==> src/rtl/xsr_pkg.sv <==
package xsr_pkg;
  // Stage of chain A read by output bit k (stage 0 holds the newest sample).
  function automatic int unsigned a_stage(int unsigned k);
    return k;
  endfunction

  // Stage of chain B read by output bit k: taps run opposite to chain A.
  function automatic int unsigned b_stage(int unsigned n, int unsigned k);
    return n - 1 - k;
  endfunction

  // Accepted samples needed before every tap holds a real sample.
  function automatic int unsigned fill_count(int unsigned n, bit single);
    return single ? 2 * n + 2 : n + 1;
  endfunction
endpackage

==> src/rtl/xsr_shift_reg.sv <==
module xsr_shift_reg #(
  parameter int DEPTH = 5
) (
  input  logic             clk,
  input  logic             rst,
  input  logic             shift_en,
  input  logic             din,
  output logic [DEPTH-1:0] q
);
  always_ff @(posedge clk) begin
    if (rst)           q <= '0;
    else if (shift_en) q <= {q[DEPTH-2:0], din};
  end
endmodule

==> src/rtl/xsr_xor_array.sv <==
module xsr_xor_array #(
  parameter int N = 4
) (
  input  logic [N-1:0] a_taps,
  input  logic [N-1:0] b_taps,
  output logic [N-1:0] x
);
  for (genvar k = 0; k < N; k++) begin : g_xor
    assign x[k] = a_taps[xsr_pkg::a_stage(k)] ^ b_taps[xsr_pkg::b_stage(N, k)];
  end
endmodule

==> src/rtl/xsr_fill_tracker.sv <==
module xsr_fill_tracker #(
  parameter int N = 4
) (
  input  logic clk,
  input  logic rst,
  input  logic accept,
  input  logic single_src,
  output logic fill_hit
);
  localparam int CW = $clog2(2 * N + 3);
  localparam logic [CW-1:0] TGT_DUAL   = CW'(xsr_pkg::fill_count(N, 1'b0));
  localparam logic [CW-1:0] TGT_SINGLE = CW'(xsr_pkg::fill_count(N, 1'b1));

  logic [CW-1:0] cnt;
  logic [CW-1:0] target;

  assign target   = single_src ? TGT_SINGLE : TGT_DUAL;
  assign fill_hit = accept && (cnt == target - CW'(1));

  always_ff @(posedge clk) begin
    if (rst)                          cnt <= '0;
    else if (accept && cnt < target)  cnt <= cnt + CW'(1);
  end
endmodule

==> src/rtl/xsr_expander.sv <==
module xsr_expander #(
  parameter int N = 4
) (
  input  logic         clk,
  input  logic         rst,
  input  logic         ent_a,
  input  logic         ent_b,
  input  logic         ent_valid,
  input  logic         single_src,
  output logic [N-1:0] rnd_out,
  output logic         rnd_valid
);
  localparam int DEPTH = N + 1;

  logic [DEPTH-1:0] a_q;
  logic [DEPTH-1:0] b_q;
  logic             b_head;
  logic [N-1:0]     x_comb;
  logic             fill_hit;

  assign b_head = single_src ? a_q[DEPTH-1] : ent_b;

  xsr_shift_reg #(.DEPTH(DEPTH)) u_chain_a (
    .clk(clk), .rst(rst), .shift_en(ent_valid), .din(ent_a), .q(a_q)
  );

  xsr_shift_reg #(.DEPTH(DEPTH)) u_chain_b (
    .clk(clk), .rst(rst), .shift_en(ent_valid), .din(b_head), .q(b_q)
  );

  xsr_xor_array #(.N(N)) u_xor (
    .a_taps(a_q[N-1:0]), .b_taps(b_q[N-1:0]), .x(x_comb)
  );

  xsr_fill_tracker #(.N(N)) u_fill (
    .clk(clk), .rst(rst), .accept(ent_valid), .single_src(single_src),
    .fill_hit(fill_hit)
  );

  always_ff @(posedge clk) begin
    if (rst) begin
      rnd_out   <= '0;
      rnd_valid <= 1'b0;
    end else if (ent_valid) begin
      rnd_out <= x_comb;
      if (fill_hit) rnd_valid <= 1'b1;
    end
  end
endmodule

==> config.mk <==
export PLATFORM = sky130hd
export DESIGN_NAME = xsr_expander
export DESIGN_NICKNAME = d
export VERILOG_FILES = /design/src/rtl/xsr_pkg.sv /design/src/rtl/xsr_shift_reg.sv /design/src/rtl/xsr_xor_array.sv /design/src/rtl/xsr_fill_tracker.sv /design/src/rtl/xsr_expander.sv
export SDC_FILE = /design/constraint.sdc
export NUM_CORES = 1
export LEC_CHECK = 0
export ABC_AREA = 1
export BUFFER_PORTS_ARGS = -buffer_cell sky130_fd_sc_hd__clkbuf_2
export CORE_MARGIN = 2
export CORE_UTILIZATION = 55
export CTS_CLUSTER_DIAMETER = 50
export DETAILED_ROUTE_END_ITERATION = 8
export GPL_ROUTABILITY_DRIVEN = 0
export GPL_TIMING_DRIVEN = 0
export PLACE_DENSITY_LB_ADDON = 0.05
export SLEW_MARGIN = 20
export SYNTH_ARGS = -nofsm -noshare
export SYNTH_HDL_FRONTEND = slang
export SYNTH_SLANG_ARGS = --single-unit
==> constraint.sdc <==
create_clock -name clk -period 1.26 [get_ports clk]
set_input_delay 0.252 -clock clk [delete_from_list [all_inputs] [get_ports clk]]
set_output_delay 0.252 -clock clk [all_outputs]
set_load 0.03 [all_outputs]
# After elaboration in Yosys (flattened, before gate mapping)
# Index checks and enable logic that the tools add are counted.
[totals]
ff_bits = 18
input_bits = 6
output_inout_bits = 5
word_cells = 18
[op_classes]
add_sub_neg = 2
n_lt_le_gt_ge = 1
eq_ne = 1
n_mux = 2
bitwise_logic = 4
reduce_logical = 3
[ops]
columns = ["operator", "n"]
rows = [
  ["$add A4 B1 Y4 const B", 1],
  ["$eq A4 B4 Y1", 1],
  ["$lt A4 B4 Y1", 1],
  ["$mux W4", 1],
  ["$sub A4 B1 Y4 const B", 1],
  ["$xor A1 B1 Y1", 4],
  ["$logic_and A1 B1 Y1", 2],
  ["$reduce_and A2 Y1", 1],
  ["$mux W1", 1],
]

# Longest topological paths before layout
[depth]
word_depth = 5
mapped_depth = 10
ltp_nobuf = 10

# Cells and area by module
# A second synthesis with hierarchy kept.
[hier_totals]
cells_unflattened = 171
area_unflattened_um2 = 1087.3
[by_module_without_submodules]
columns = ["module", "instances", "cells_each", "area_per_inst_um2", "seq_area_each_um2"]
rows = [
  ["xsr_shift_reg", 2, 32, 221.5, 100.1],
  ["xsr_fill_tracker", 1, 54, 350.3, 80.1],
  ["xsr_expander", 1, 33, 219.0, 100.1],
  ["xsr_xor_array", 1, 20, 75.1, 0.0],
]

# Worst setup path before layout
# OpenSTA, ideal clock, no wires.
[synth_timing]
path_type = "input port to flip-flop"
startpoint = "input single_src"
endpoint = "register u_fill.cnt[0]"
setup_ns = 0.064
arrival_ns = 1.113
t_required_ns = 1.196
slack_ns = 0.084
path_stages = 7
n_path_buf = 0
cell_sequence = "inv_1 > ha_1 > a21oi_4 > nand3_2 > nand2_1 > inv_1 > nor2_1"
[synth_between]
elab_chain_len = 3
[synth_rtl]
columns = ["item", "line", "source"]
rows = [
  ["start, declared", "xsr_expander.sv:9", "input logic single_src,"],
  ["$mux W4", "xsr_fill_tracker.sv:17", "assign target = single_src ? TGT_SINGLE : TGT_DUAL;"],
  ["$lt A4 B4 Y1", "xsr_fill_tracker.sv:22", "else if (accept && cnt < target) cnt <= cnt + CW'(1);"],
  ["$logic_and A1 B1 Y1", "xsr_fill_tracker.sv:22", ""],
  ["end signal, assigned", "xsr_fill_tracker.sv:22", ""],
  ["end, declared", "xsr_fill_tracker.sv:14", "logic [CW-1:0] cnt;"],
]
# Every way passes these cells.
# A chain may end at the register's enable or synchronous reset.

# Worst setup path in the final report
[layout_timing]
startpoint = "register u_fill.cnt[3]"
endpoint = "register u_fill.cnt[0]"
[layout_between]
elab_chain_len = 2
[layout_rtl]
columns = ["item", "line"]
rows = [
  ["$lt A4 B4 Y1", "xsr_fill_tracker.sv:22"],
  ["$logic_and A1 B1 Y1", "xsr_fill_tracker.sv:22"],
]
# Every way passes these cells.

==> qor.log <==
qor: floorplanning.die_height 45.0 um
qor: yosys.synth-seq-cells 18
qor: pwr.proportion_of_power_drawn_by_combinational_gates 16.8%
qor: cts.clockBufferDepth 2
qor: flow_run.drv_cap 0
qor: floorplanning.row_count 14
qor: yosys.netlist.area_leader.share 39.0%
qor: sta.max_freq 859 MHz
qor: min_path.hold_path.class input pin to register
qor: cells_and_area.area_growth_syn_to_layout 16.7%
qor: cts.tritoncts_num_sinks 18
qor: placed_design.post-place-cells 145
qor: yosys.synth-edff-count 0
qor: cells_and_area.num-nets-final 146
qor: pwr.leak_pwr 0.523 nW
qor: yosys.synth_largest_area_cell dfxtp_1
qor: cells_and_area.diodes 0
qor: sta.setup_viol 0
qor: pwr.pwr_density_cell 1090 nW/um^2
qor: yosys.synthDistinctLibCells 24
qor: floorplanning.chipWidth 45.0 um
qor: yosys.synth.yosys.seq_area_share 39.0%
qor: worst_setup_path.required 1.50 ns
qor: worst_setup_path.timing.rr.start u_fill.cnt[3]
qor: drt.drt-initial-drc-count 5
qor: pwr.p_clk_share 30.7%
qor: sta.post-route-min-period 1.16 ns
qor: yosys.async_flop_share 0%
qor: worst_setup_path.critical_setup_path_kind register to register
qor: global_route.largest_net_degree_at_the_start_of_global_routing 11
qor: yosys.ys.warnings.count 0
qor: floorplanning.initial_core_util 59.9%
qor: global_route.grt-ovfl-total 0
qor: yosys.synth_ff_type dfxtp_1
qor: worst_setup_path.arrival_time_worst_endpoint 1.41 ns
qor: worst_setup_path.timing.reg2reg.setup_slack 0.1 ns
qor: pwr.power.sequential.fraction 52.6%
qor: floorplanning.area_inside_the_core_boundary 1540 um^2
qor: pwr.net-switching-power 0.324 mW
qor: global_route.via_count_of_the_first_global_routing_pass 731
qor: placed_design.placement.io_buffers 8
qor: outcome.outcome complete, no violations
qor: drt.postRouteWirelength 1780 um
qor: sta.layout_worst_path_cycle_share 92.4%
qor: worst_setup_path.worst-r2r-cell-count 6
qor: drt.final_antenna_net_count 0
qor: placed_design.place.detailed.hpwl 1230 um
qor: worst_setup_path.setup.worst_path.end u_fill.cnt[0]
qor: sta.clock_skew 0.00894 ns
qor: yosys.synth.net_count 132
qor: drt.detailroute.via_count 770
qor: worst_setup_path.startpoint_type register
qor: global_route.grt.total_usage 19.3%
qor: cells_and_area.fin_util 69.9%
qor: worst_setup_path.cp-end-kind register
qor: cts.clock_latency 0.30 ns
qor: drt.drtPass1Iterations 4
qor: worst_setup_path.regToRegEndpoint u_fill.cnt[0]
qor: pwr.power.switching_fraction 27.6%
qor: cells_and_area.drive_above_1_share 28.4%
qor: yosys.synth.cells.most_frequent 31 x nand2_1, 18 x dfxtp_1, 18 x inv_1
qor: global_route.grt_pass1_wl 2880 um
qor: yosys.avgSynthCellArea 7.63 um^2
qor: min_path.min_from ent_a
qor: yosys.syn_inst 121
qor: yosys.synth.cell_area 923 um^2
qor: drt.drc_errors 0
qor: cts.tritoncts.num_buffers 3
qor: drt.avgViaCountPerCell 5.13
qor: yosys.synthMostInstantiatedCell nand2_1
qor: pwr.worst_ir_drop_vdd 0.811 mV
qor: worst_setup_path.cp_max_fo 7
qor: sta.finalHoldViolCount 0
qor: cells_and_area.total_non_filler_cell_area_in_the_finished_layout 1080 um^2
qor: yosys.synthTopCellsByArea dfxtp_1 39%, nand2_1 13%, inv_1 7.3%
qor: sta.tightestPinTransition 0.252 ns
qor: pwr.cell_internal_pwr 0.851 mW
qor: cts.h_tree_lvl_count 1
qor: global_route.initial_antenna_violation_count 0
qor: sta.report.final.slew_viol_count 0
qor: cts.root_buffer clkbuf_4
qor: floorplanning.floorplan.die_area 2020 um^2
qor: placed_design.placed_cell_area 983 um^2
qor: drt.wl_per_cell 11.9 um
qor: sta.slew_headroom 83.2%
qor: cells_and_area.layout.cells.non_filler 150
qor: cts.post_cts_hold_buffer_count 0
qor: worst_setup_path.crit_start u_fill.cnt[3]
qor: floorplanning.io-pin-count 11
qor: cts.clock_tree_from_tritoncts yes
qor: cts.clk_transition_reported_paths 0.11 ns
## state kept, by name, indices dropped and copies added, names as in the netlist
signal and count:
rnd_valid 1, rnd_out 4, u_fill.cnt 4, u_chain_a.q 5
u_chain_b.q 4
## placed cells by master, fill, tap and decap left out
master and count:
nand2_4 2, o211ai_1 1, xor2_1 1, buf_6 2
nand2_2 4, buf_4 1, nand3_2 2, o221ai_1 1
dfxtp_1 14, o21ai_0 2, o21ai_1 1, dfxtp_4 2
clkbuf_2 8, clkinv_1 1, ha_1 3, o221ai_2 2
dfxtp_2 2, nor2_1 11, clkbuf_8 1, nand3_1 3
ha_4 2, a21oi_1 7, buf_2 1, a21oi_4 1
buf_8 1, inv_1 18, nand2_1 29, nor2_4 1
nand4_1 4, inv_2 3, clkbuf_4 3
## worst min path at each step
| stage | cells after the start | slack, ns | to |
|---|---|---|---|
| finish | 3 | 0.18 | u_chain_a.q[0] |
| global route | 3 | 0.21 | u_chain_a.q[0] |
| CTS | 3 | 0.20 | u_chain_a.q[0] |
| detailed placement | 2 | 0.45 | rnd_valid |
| global placement | 2 | 0.44 | rnd_valid |
| floorplan | 2 | 0.39 | u_chain_a.q[0] |
## per-stage QoR
stage | hold WS, ns | setup TNS [ns] | power, mW | setup slack [ns]
after floorplan | 0.387 | 0 | 0.765 | 0.0837
after global placement | 0.439 | -0.539 | 0.799 | -0.139
after detailed placement | 0.454 | -0.639 | 0.805 | -0.174
after CTS | 0.200 | 0 | 1.16 | 0.00181
after global routing | 0.212 | -0.0179 | 1.22 | -0.0179
final | 0.181 | 0 | 1.18 | 0.0954
## kinds of logic after synthesis
group	Yosys count	share of synthesized area [%]
AOI/OAI and AO/OA	15	12.2
xor gates and xnor gates	1	0.949
adders and majority gates	5	6.78
buffers and inverters	26	13.5
DFF	18	39.0
and+or+nand+nor	56	27.5
## power groups by stage
stage          logic (mW)  clock network (mW)  registers (mW)
4_1_cts             0.177               0.365           0.620
6_report            0.197               0.360           0.618
5_1_grt             0.223               0.375           0.622
3_5_place_dp        0.173                   0           0.632
2_1_floorplan       0.123                   0           0.642
3_3_place_gp        0.168                   0           0.631
## timing repair
action                                  in CTS  in global routing
buffers inserted                             0                  1
pin swaps                                    0                  6
endpoints found under the setup margin       4                  4
resized for setup                            2                 10
endpoints found under the hold margin        0                  0
## cell type report
cell class,instances,area [um^2]
plain buffers,4,42.5
clock buffers,4,36.3
fillers,134,464
inverters,22,82.6
multi-input cells,77,478
flip-flops and latches,18,370
well taps,16,20.0
repair buffers,9,47.5
## critical path, stage by stage (launching register included)
cell and delay, ns:
dfxtp_2 0.37, ha_4 0.21, a21oi_4 0.22, nand3_2 0.11
nand2_1 0.07, inv_1 0.03, nor2_1 0.09
## routing by layer
metal	vias up	share of wire, %	track usage, %
met4	0	2.1	10.0
met3	5	2.5	2.80
met2	9	52	36.6
met1	347	44	20.2
met5	-	0	0
li1	409	-	-
(Power assumes the default switching activity.)
